<file path="src/rtl/rtc_irq_pkg.sv">
// Shared register offsets and bit positions of the interrupt flag controller.
// Assumes a 16-bit register port addressed in bytes.
package rtc_irq_pkg;
    localparam int REG_AW    = 8;
    localparam int REG_DW    = 16;
    localparam logic [REG_AW-1:0] OFF_EN_CLR = 8'h08;
    localparam logic [REG_AW-1:0] OFF_EN_SET = 8'h0A;
    localparam logic [REG_AW-1:0] OFF_FLAGS  = 8'h0C;
    localparam int BIT_ALARM = 8;
    localparam int BIT_OVF   = 15;
endpackage

</file>
<file path="src/rtl/rtc_presc_edge.sv">
// Detects 0-to-1 transitions on NUM_PER consecutive prescaler taps starting at
// bit PER_BASE. Assumes PER_BASE+NUM_PER <= PRESC_W. The previous tap value is
// captured while reset is held, so releasing reset never fakes an edge.
module rtc_presc_edge #(
    parameter int PRESC_W  = 12,
    parameter int NUM_PER  = 8,
    parameter int PER_BASE = 2
) (
    input  logic               clk,
    input  logic               rst_n,
    input  logic [PRESC_W-1:0] presc,
    output logic [NUM_PER-1:0] rise
);
    localparam int TOP = PER_BASE + NUM_PER - 1;

    logic [NUM_PER-1:0] taps;
    logic [NUM_PER-1:0] taps_q;
    wire  unused_presc = ^presc;

    assign taps = presc[TOP:PER_BASE];

    // Remember the tap values seen at the previous edge (also during reset).
    always_ff @(posedge clk) begin
        taps_q <= taps;
    end

    genvar k;
    generate
        for (k = 0; k < NUM_PER; k++) begin : g_tap
            assign rise[k] = taps[k] & ~taps_q[k];

            // a sampled rise on a tap must produce its edge pulse.
            a_r5_tap_rise : assert property (@(posedge clk) disable iff (!rst_n)
                $rose(presc[PER_BASE+k]) |-> rise[k]);
        end
    endgenerate
endmodule

</file>
<file path="src/rtl/rtc_flag_bank.sv">
// Bank of W sticky flags. An event sets its flag at the next edge. A clear
// request drops it, but an event in the same cycle wins.
// Assumes set_i and clr_i are single-cycle requests on the same clock.
module rtc_flag_bank #(
    parameter int W = 10
) (
    input  logic         clk,
    input  logic         rst_n,
    input  logic [W-1:0] set_i,
    input  logic [W-1:0] clr_i,
    output logic [W-1:0] q
);
    // Update every flag: clear requested bits, then let events win.
    always_ff @(posedge clk) begin
        if (!rst_n) q <= '0;
        else        q <= (q & ~clr_i) | set_i;
    end

    genvar i;
    generate
        for (i = 0; i < W; i++) begin : g_chk
            // an event shows as a set flag in the next cycle.
            a_r3_set_next : assert property (@(posedge clk) disable iff (!rst_n)
                set_i[i] |=> q[i]);
            // a clear with no competing event drops the flag.
            a_r6_clear : assert property (@(posedge clk) disable iff (!rst_n)
                (clr_i[i] && !set_i[i]) |=> !q[i]);
            // an untouched flag holds its value.
            a_r6_hold : assert property (@(posedge clk) disable iff (!rst_n)
                (!clr_i[i] && !set_i[i]) |=> $stable(q[i]));
        end
    endgenerate
endmodule

</file>
<file path="src/rtl/rtc_irq_enable.sv">
// Enable mask with separate write-one-to-set and write-one-to-clear inputs.
// Assumes the two inputs come from different addresses and never act together.
module rtc_irq_enable #(
    parameter int W = 10
) (
    input  logic         clk,
    input  logic         rst_n,
    input  logic [W-1:0] set_i,
    input  logic [W-1:0] clr_i,
    output logic [W-1:0] q
);
    // Apply set and clear requests to the mask.
    always_ff @(posedge clk) begin
        if (!rst_n) q <= '0;
        else        q <= (q | set_i) & ~clr_i;
    end

    genvar i;
    generate
        for (i = 0; i < W; i++) begin : g_chk
            // a set request turns the enable on at the next edge.
            a_r8_en_set : assert property (@(posedge clk) disable iff (!rst_n)
                (set_i[i] && !clr_i[i]) |=> q[i]);
            // a clear request turns the enable off at the next edge.
            a_r8_en_clr : assert property (@(posedge clk) disable iff (!rst_n)
                clr_i[i] |=> !q[i]);
        end
    endgenerate
endmodule

</file>
<file path="src/rtl/rtc_irq_flags.sv">
// Interrupt flag controller of a real-time counter. It latches periodic,
// alarm and overflow events, exposes them through a 16-bit register port
// with write-one-to-clear flags and set/clear enables, and drives a level
// interrupt. Assumes all inputs are synchronous to clk.
module rtc_irq_flags
    import rtc_irq_pkg::*;
#(
    parameter int PRESC_W  = 12,
    parameter int NUM_PER  = 8,
    parameter int PER_BASE = 2
) (
    input  logic               clk,
    input  logic               rst_n,
    input  logic [PRESC_W-1:0] presc,
    input  logic               ovf_pulse,
    input  logic               cmp_match,
    input  logic [REG_AW-1:0]  reg_addr,
    input  logic               reg_we,
    input  logic [REG_DW-1:0]  reg_wdata,
    output logic [REG_DW-1:0]  reg_rdata,
    output logic               irq
);
    localparam int NF      = NUM_PER + 2;
    localparam int IDX_ALM = NUM_PER;
    localparam int IDX_OVF = NUM_PER + 1;

    logic [NUM_PER-1:0] per_rise;
    logic [NF-1:0]      evt;
    logic [NF-1:0]      wbits;
    logic [NF-1:0]      flag_clr, en_set, en_clr;
    logic [NF-1:0]      flags, en;
    logic [REG_DW-1:0]  flags_bus, en_bus;
    wire                unused_wdata = ^reg_wdata;

    rtc_presc_edge #(.PRESC_W(PRESC_W), .NUM_PER(NUM_PER), .PER_BASE(PER_BASE)) u_edge (
        .clk(clk), .rst_n(rst_n), .presc(presc), .rise(per_rise)
    );

    assign evt = {ovf_pulse, cmp_match, per_rise};

    // Gather written data into the internal flag order.
    always_comb begin
        wbits                = '0;
        wbits[NUM_PER-1:0]   = reg_wdata[NUM_PER-1:0];
        wbits[IDX_ALM]       = reg_wdata[BIT_ALARM];
        wbits[IDX_OVF]       = reg_wdata[BIT_OVF];
    end

    // Decode the three writable addresses into request vectors.
    always_comb begin
        flag_clr = (reg_we && reg_addr == OFF_FLAGS)  ? wbits : '0;
        en_set   = (reg_we && reg_addr == OFF_EN_SET) ? wbits : '0;
        en_clr   = (reg_we && reg_addr == OFF_EN_CLR) ? wbits : '0;
    end

    rtc_flag_bank #(.W(NF)) u_flags (
        .clk(clk), .rst_n(rst_n), .set_i(evt), .clr_i(flag_clr), .q(flags)
    );

    rtc_irq_enable #(.W(NF)) u_en (
        .clk(clk), .rst_n(rst_n), .set_i(en_set), .clr_i(en_clr), .q(en)
    );

    // Place internal flags and enables at their register bit positions.
    always_comb begin
        flags_bus                 = '0;
        flags_bus[NUM_PER-1:0]    = flags[NUM_PER-1:0];
        flags_bus[BIT_ALARM]      = flags[IDX_ALM];
        flags_bus[BIT_OVF]        = flags[IDX_OVF];
        en_bus                    = '0;
        en_bus[NUM_PER-1:0]       = en[NUM_PER-1:0];
        en_bus[BIT_ALARM]         = en[IDX_ALM];
        en_bus[BIT_OVF]           = en[IDX_OVF];
    end

    // Read multiplexer over the register map.
    always_comb begin
        case (reg_addr)
            OFF_FLAGS:              reg_rdata = flags_bus;
            OFF_EN_SET, OFF_EN_CLR: reg_rdata = en_bus;
            default:                reg_rdata = '0;
        endcase
    end

    assign irq = |(flags & en);

    // with every enable off the request must stay low.
    a_r9_masked_quiet : assert property (@(posedge clk) disable iff (!rst_n)
        (en == '0) |-> !irq);
    // reserved positions of the flag register read as zero.
    a_r2_reserved_zero : assert property (@(posedge clk) disable iff (!rst_n)
        (reg_addr == OFF_FLAGS) |-> (reg_rdata[14:9] == '0));
    // the cycle after reset the flags are empty.
    a_r1_reset_clean : assert property (@(posedge clk)
        !rst_n |=> (flags == '0 && en == '0));
endmodule

</file>
<file path="config.mk">
export PLATFORM = sky130hd
export DESIGN_NAME = rtc_irq_flags
export DESIGN_NICKNAME = d
export VERILOG_FILES = /design/src/rtl/rtc_irq_pkg.sv /design/src/rtl/rtc_presc_edge.sv /design/src/rtl/rtc_flag_bank.sv /design/src/rtl/rtc_irq_enable.sv /design/src/rtl/rtc_irq_flags.sv
export SDC_FILE = /design/constraint.sdc
export NUM_CORES = 1
export LEC_CHECK = 0
export ABC_AREA = 1
export BUFFER_PORTS_ARGS = -buffer_cell sky130_fd_sc_hd__buf_2
export CAP_MARGIN = 20
export CORE_MARGIN = 5
export CORE_UTILIZATION = 44
export CTS_BUF_LIST = sky130_fd_sc_hd__clkbuf_2 sky130_fd_sc_hd__clkbuf_4 sky130_fd_sc_hd__clkbuf_8
export CTS_CLUSTER_SIZE = 10
export DETAILED_ROUTE_END_ITERATION = 12
export HOLD_SLACK_MARGIN = 0.02
export PLACE_DENSITY = 0.77
export REMOVE_ABC_BUFFERS = 1
export SLEW_MARGIN = 20
export SYNTH_ARGS = -nofsm -noshare
export SYNTH_HDL_FRONTEND = slang
export SYNTH_SLANG_ARGS = --single-unit
export TNS_END_PERCENT = 30
</file>
<file path="constraint.sdc">
create_clock -name clk -period 0.95 [get_ports clk]
set_input_delay 0.19 -clock clk [delete_from_list [all_inputs] [get_ports clk]]
set_output_delay 0.19 -clock clk [all_outputs]
set_load 0.01 [all_outputs]
</file>
# Word level (Yosys, flattened, before mapping)

Index checks and enable logic that the tools add are counted.

Bits of input ports: 41
Word-level logic and storage cells: 38
Output and inout port bits: 17
Register bits after elaboration: 28

Multiplexer cells: 4
Bitwise logic cells: 23
Reductions and logical operators: 5
Eq/ne operators: 3

Operator list:

| operator             | number |
|---|---|
| $pmux W16 S2         | 1 |
| $and A10 B10 Y10     | 3 |
| $mux W10             | 3 |
| $eq A8 B4 Y1 const B | 3 |
| $not A10 Y10         | 2 |
| $or A10 B10 Y10      | 2 |
| $reduce_or A10 Y1    | 1 |
| $and A1 B1 Y1        | 8 |
| $not A1 Y1           | 8 |
| $logic_and A1 B1 Y1  | 3 |
| $reduce_or A2 Y1     | 1 |

# Longest topological paths before layout

Depth in word-level cells: 6
Gate-level depth with buffers: 8
Gate-level depth less buffers: 7

# Hierarchy

From an unflattened synthesis, not the netlist that was laid out.

Cell total of the unflattened synthesis: 243
Area total of the unflattened synthesis: 1519.0 µm²

Modules (own cells, without submodules):

| module         | cells an instance | area each (µm²) | seq. area each (µm²) | times used |
|---|---|---|---|---|
| rtc_irq_flags  | 117               | 525.5           | 0.0                  | 1 |
| rtc_irq_enable | 51                | 386.6           | 200.2                | 1 |
| rtc_flag_bank  | 51                | 366.6           | 200.2                | 1 |
| rtc_presc_edge | 24                | 240.2           | 160.2                | 1 |

# Least setup slack after synthesis

OpenSTA, ideal clock, no wires.

Path kind: input to output
Start point: input port reg_addr[7]
End point: output port reg_rdata[0]
Path buffers: 0
Arrival time: 0.981 ns
Cell stages on the path: 5
Required time: 0.760 ns
Setup slack: -0.221 ns
Cells stage by stage: nor2_2 -> nand2_4 -> nor2_4 -> inv_1 -> o21ai_0

Cells in the longest elaborated chain, start to end: 3
Elaborated cells on any way between the ends: 5
Those cells by class: eq/ne: 3; mux: 1; reduce/logical: 1

RTL lines:

| item               | RTL line            | text |
|---|---|---|
| start: declaration | rtc_irq_flags.sv:17 | `input logic [REG_AW-1:0] reg_addr,` |
| $eq A8 B4 Y1       | rtc_irq_flags.sv:78 | `case (reg_addr)` |
| $reduce_or A2 Y1   | rtc_irq_flags.sv:78 |  |
| $pmux W16 S2 (*)   | rtc_irq_flags.sv:78 |  |
| end: declaration   | rtc_irq_flags.sv:20 | `output logic [REG_DW-1:0] reg_rdata,` |

Mark *: on every way between the ends. The rest lies on a longest branch, timed or not.

# Worst setup path in the final report

Start point: register u_en.q[1]
End point: output port irq

Cells in the longest elaborated chain, start to end: 2

RTL lines:

| item                     | RTL line             | text |
|---|---|---|
| start: declaration       | rtc_irq_enable.sv:10 | `output logic [W-1:0] q` |
| start signal: assignment | rtc_irq_enable.sv:15 | `else q <= (q \| set_i) & ~clr_i;` |
| $and A10 B10 Y10         | rtc_irq_flags.sv:85  | `assign irq = \|(flags & en);` |
| $reduce_or A10 Y1        | rtc_irq_flags.sv:85  |  |
| end: declaration         | rtc_irq_flags.sv:21  | `output logic irq` |

Every way passes these cells.

==> metrics <==
# rows=20; FMAX=0.7195 GHz; most frequent cell after synthesis=nand2_1; FILL cells=292; hold_sp=cmp_match; initial antenna violation count=0; clock latency at the later pin of the worst-skew pair=320 ps; full die area=4417 um^2; 1st-iter DRT viols=55; RD Place Congestion=0.7903; Max rail drop VDD=689.9 uV; I/O pin cnt=58; outcome=complete, but fails checks; Hold Path End=u_flags.q[8]; via total after detailed routing=1446; crit path DAT=1200 ps; Cell Area, Synth=1403 um^2; Die X=66.46 um; number of remaining DRC errors=0; register area=571.8 um^2; Final period util=1.463; Slowest cell on crit path=dfxtp_2; synthesized flop and latch total=28; ANT nets after route=0; Avg Cell Area, Syn=7.084 um^2; Final min period=1390 ps; via count of the first global-routing pass=1424; final cell count without fillers=314; Slew Limit Fails=0; Max Clock Skew=0.1884 ps; synth top area cells=dfxtp_1 40%, nand2_1 14%, nand3_1 8.6%; drt pass-1 iters=4; CTS tree=done; post-DP HPWL=2519 um; FF-to-FF End=u_en.q[3]; Yosys top cell by area=dfxtp_1; CTS Buf Count=3; CTS clk-pin slew, worst paths=140 ps; IO Port Bufs=41; Initial Utilization=0.4594; Root Driver=clkbuf_4; sequential area share after synthesis=0.3996; Setup violations, final=13; Netlist cell types=22; Placed Cells=297; Multi-input gate area=764.5 um^2; final core utilization=0.6770; RSZ-0062 raised after global routing=true; worst hold stages=3; post-DR wirelength/cell=11.52 um; start of the worst register-to-register path=u_en.q[3]; number of flops mapped to enable cells by yosys=0; Post-Syn Instances=198; final WL=3617 um; kind of critical path=flip-flop to output port; via/cell ratio=4.605; power per cell area=1001 nW/um^2; failing checks=setup timing; Layout area overhead=47.37%; final hold violation count=0; largest net degree at the start of global routing=16; synthesis warning total=0; CORE AREA=3053 um^2; clock tree buffer depth=2; area share of the largest cell type after synthesis=0.3996; crit start category=flip-flop; clk sink count=28; worst reg2reg path depth=4; Tot GR Track Use=0.1788; Setup TNS Final=-3460 ps; Async S/R FF share, synth=0; ys flop type=dfxtp_1; slowest stage delay, CP=350 ps; Hold WC Path Type=primary input to flip-flop; LEAKAGE=0.9408 nW; final worst setup slack=-439.9 ps; Commonest cells post-synth=54 x nand2_1, 30 x inv_1, 28 x dfxtp_1, 24 x nand3_1, 20 x a21oi_1; layout cells sized above 1=0.4444; reg-to-reg slack, setup=140 ps; Die Y=66.46 um; ANT cells=0; crit-path cells=inv_2, o22ai_2, nor2_1, nand4_1, buf_2; first-pass GRT wire length=6161 um; htree depth=1; Crit Path Max Fanout=2; nets=313; nature of the critical path endpoint=output port; Max-cap violations=0; GRT overflow=0; WP data required=760 ps
timing repair:
item | in CTS | in global routing
buffers inserted | 1 | 4
hold buffers | 8 | 0
pin swaps | 12 | 17
endpoints found under the hold margin | 8 | 0
gates resized for setup | 40 | 18
cloned | 1 | 0
setup endpoints to repair | 12 | 21
critical path: cells and delay by family (launching register included):
| family | cells | cell delay [ps] |
|---|---|---|
| compound gates | 1 | 80 |
| simple gates | 2 | 240 |
| buf+inv | 2 | 220 |
| flops | 1 | 350 |
cell families after synthesis:
kind of cell,after synthesis,synth area share
DFF,28,0.3996
other,1,0.002674
and+or+nand+nor,97,0.3381
AOI/OAI and AO/OA,30,0.1178
buffers and inverters,42,0.1418
cells in the final DEF (no fill, tap or decap), types with 8 or more instances in the layout:
master / count
a21oi_1: 16
buf_2: 37
buf_4: 21
dfxtp_1: 19
dfxtp_2: 9
dlygate4sd3_1: 8
inv_1: 18
inv_2: 11
nand2_1: 51
nand3_1: 22
nand3_2: 8
nor2_4: 8
power by group:
group | leakage (nW) | total (mW) | switching (mW) | internal [mW]
clock | 0.0138 | 0.475 | 0.327 | 0.149
sequential | 0.235 | 1.25 | 0.0233 | 1.22
combinational | 0.692 | 0.345 | 0.181 | 0.164
how the worst max path moves through the flow:
stage | start | endpoint
5_1_grt | u_en.q[0] | irq
6_report | u_en.q[1] | irq
2_1_floorplan | reg_addr[7] | reg_rdata[0]
3_5_place_dp | reg_addr[1] | reg_rdata[2]
4_1_cts | u_flags.q[1] | irq
3_3_place_gp | reg_addr[1] | reg_rdata[6]
stage by stage:
stage	hold slack [ps]	power [mW]	setup WS (ps)	cell area, um^2
after floorplan	217.7	1.363	-392.7	1339
final	82.33	2.069	-439.9	2067
after CTS	79.86	2.067	-459.5	1976
after global routing	75.12	2.187	-544.4	2067
after global placement	306.1	1.527	-423.8	1774
after detailed placement	307.3	1.536	-442.0	1774
flip-flops by register name, indices dropped and copies added (netlist names):
signal	count
u_en.q	10
u_flags.q	10
u_edge.taps_q	8
routing by layer:
metal	vias to the layer above	share of wire	track usage
li1	763	-	-
met2	44	0.48	0.2949
met1	633	0.45	0.2268
met3	6	0.057	0.02698
met4	0	0.012	0.08376
met5	-	0	0
cell type report:
class                           instances  area share
Clock buffer                            3     0.01090
Multi-Input combinational cell        134      0.3699
Inverter                               31     0.05751
Timing Repair Buffer                   74      0.2585
Sequential cell                        28      0.2766
Tap cell                               44     0.02663
No activity file was read; power rests on OpenSTA's default activity.
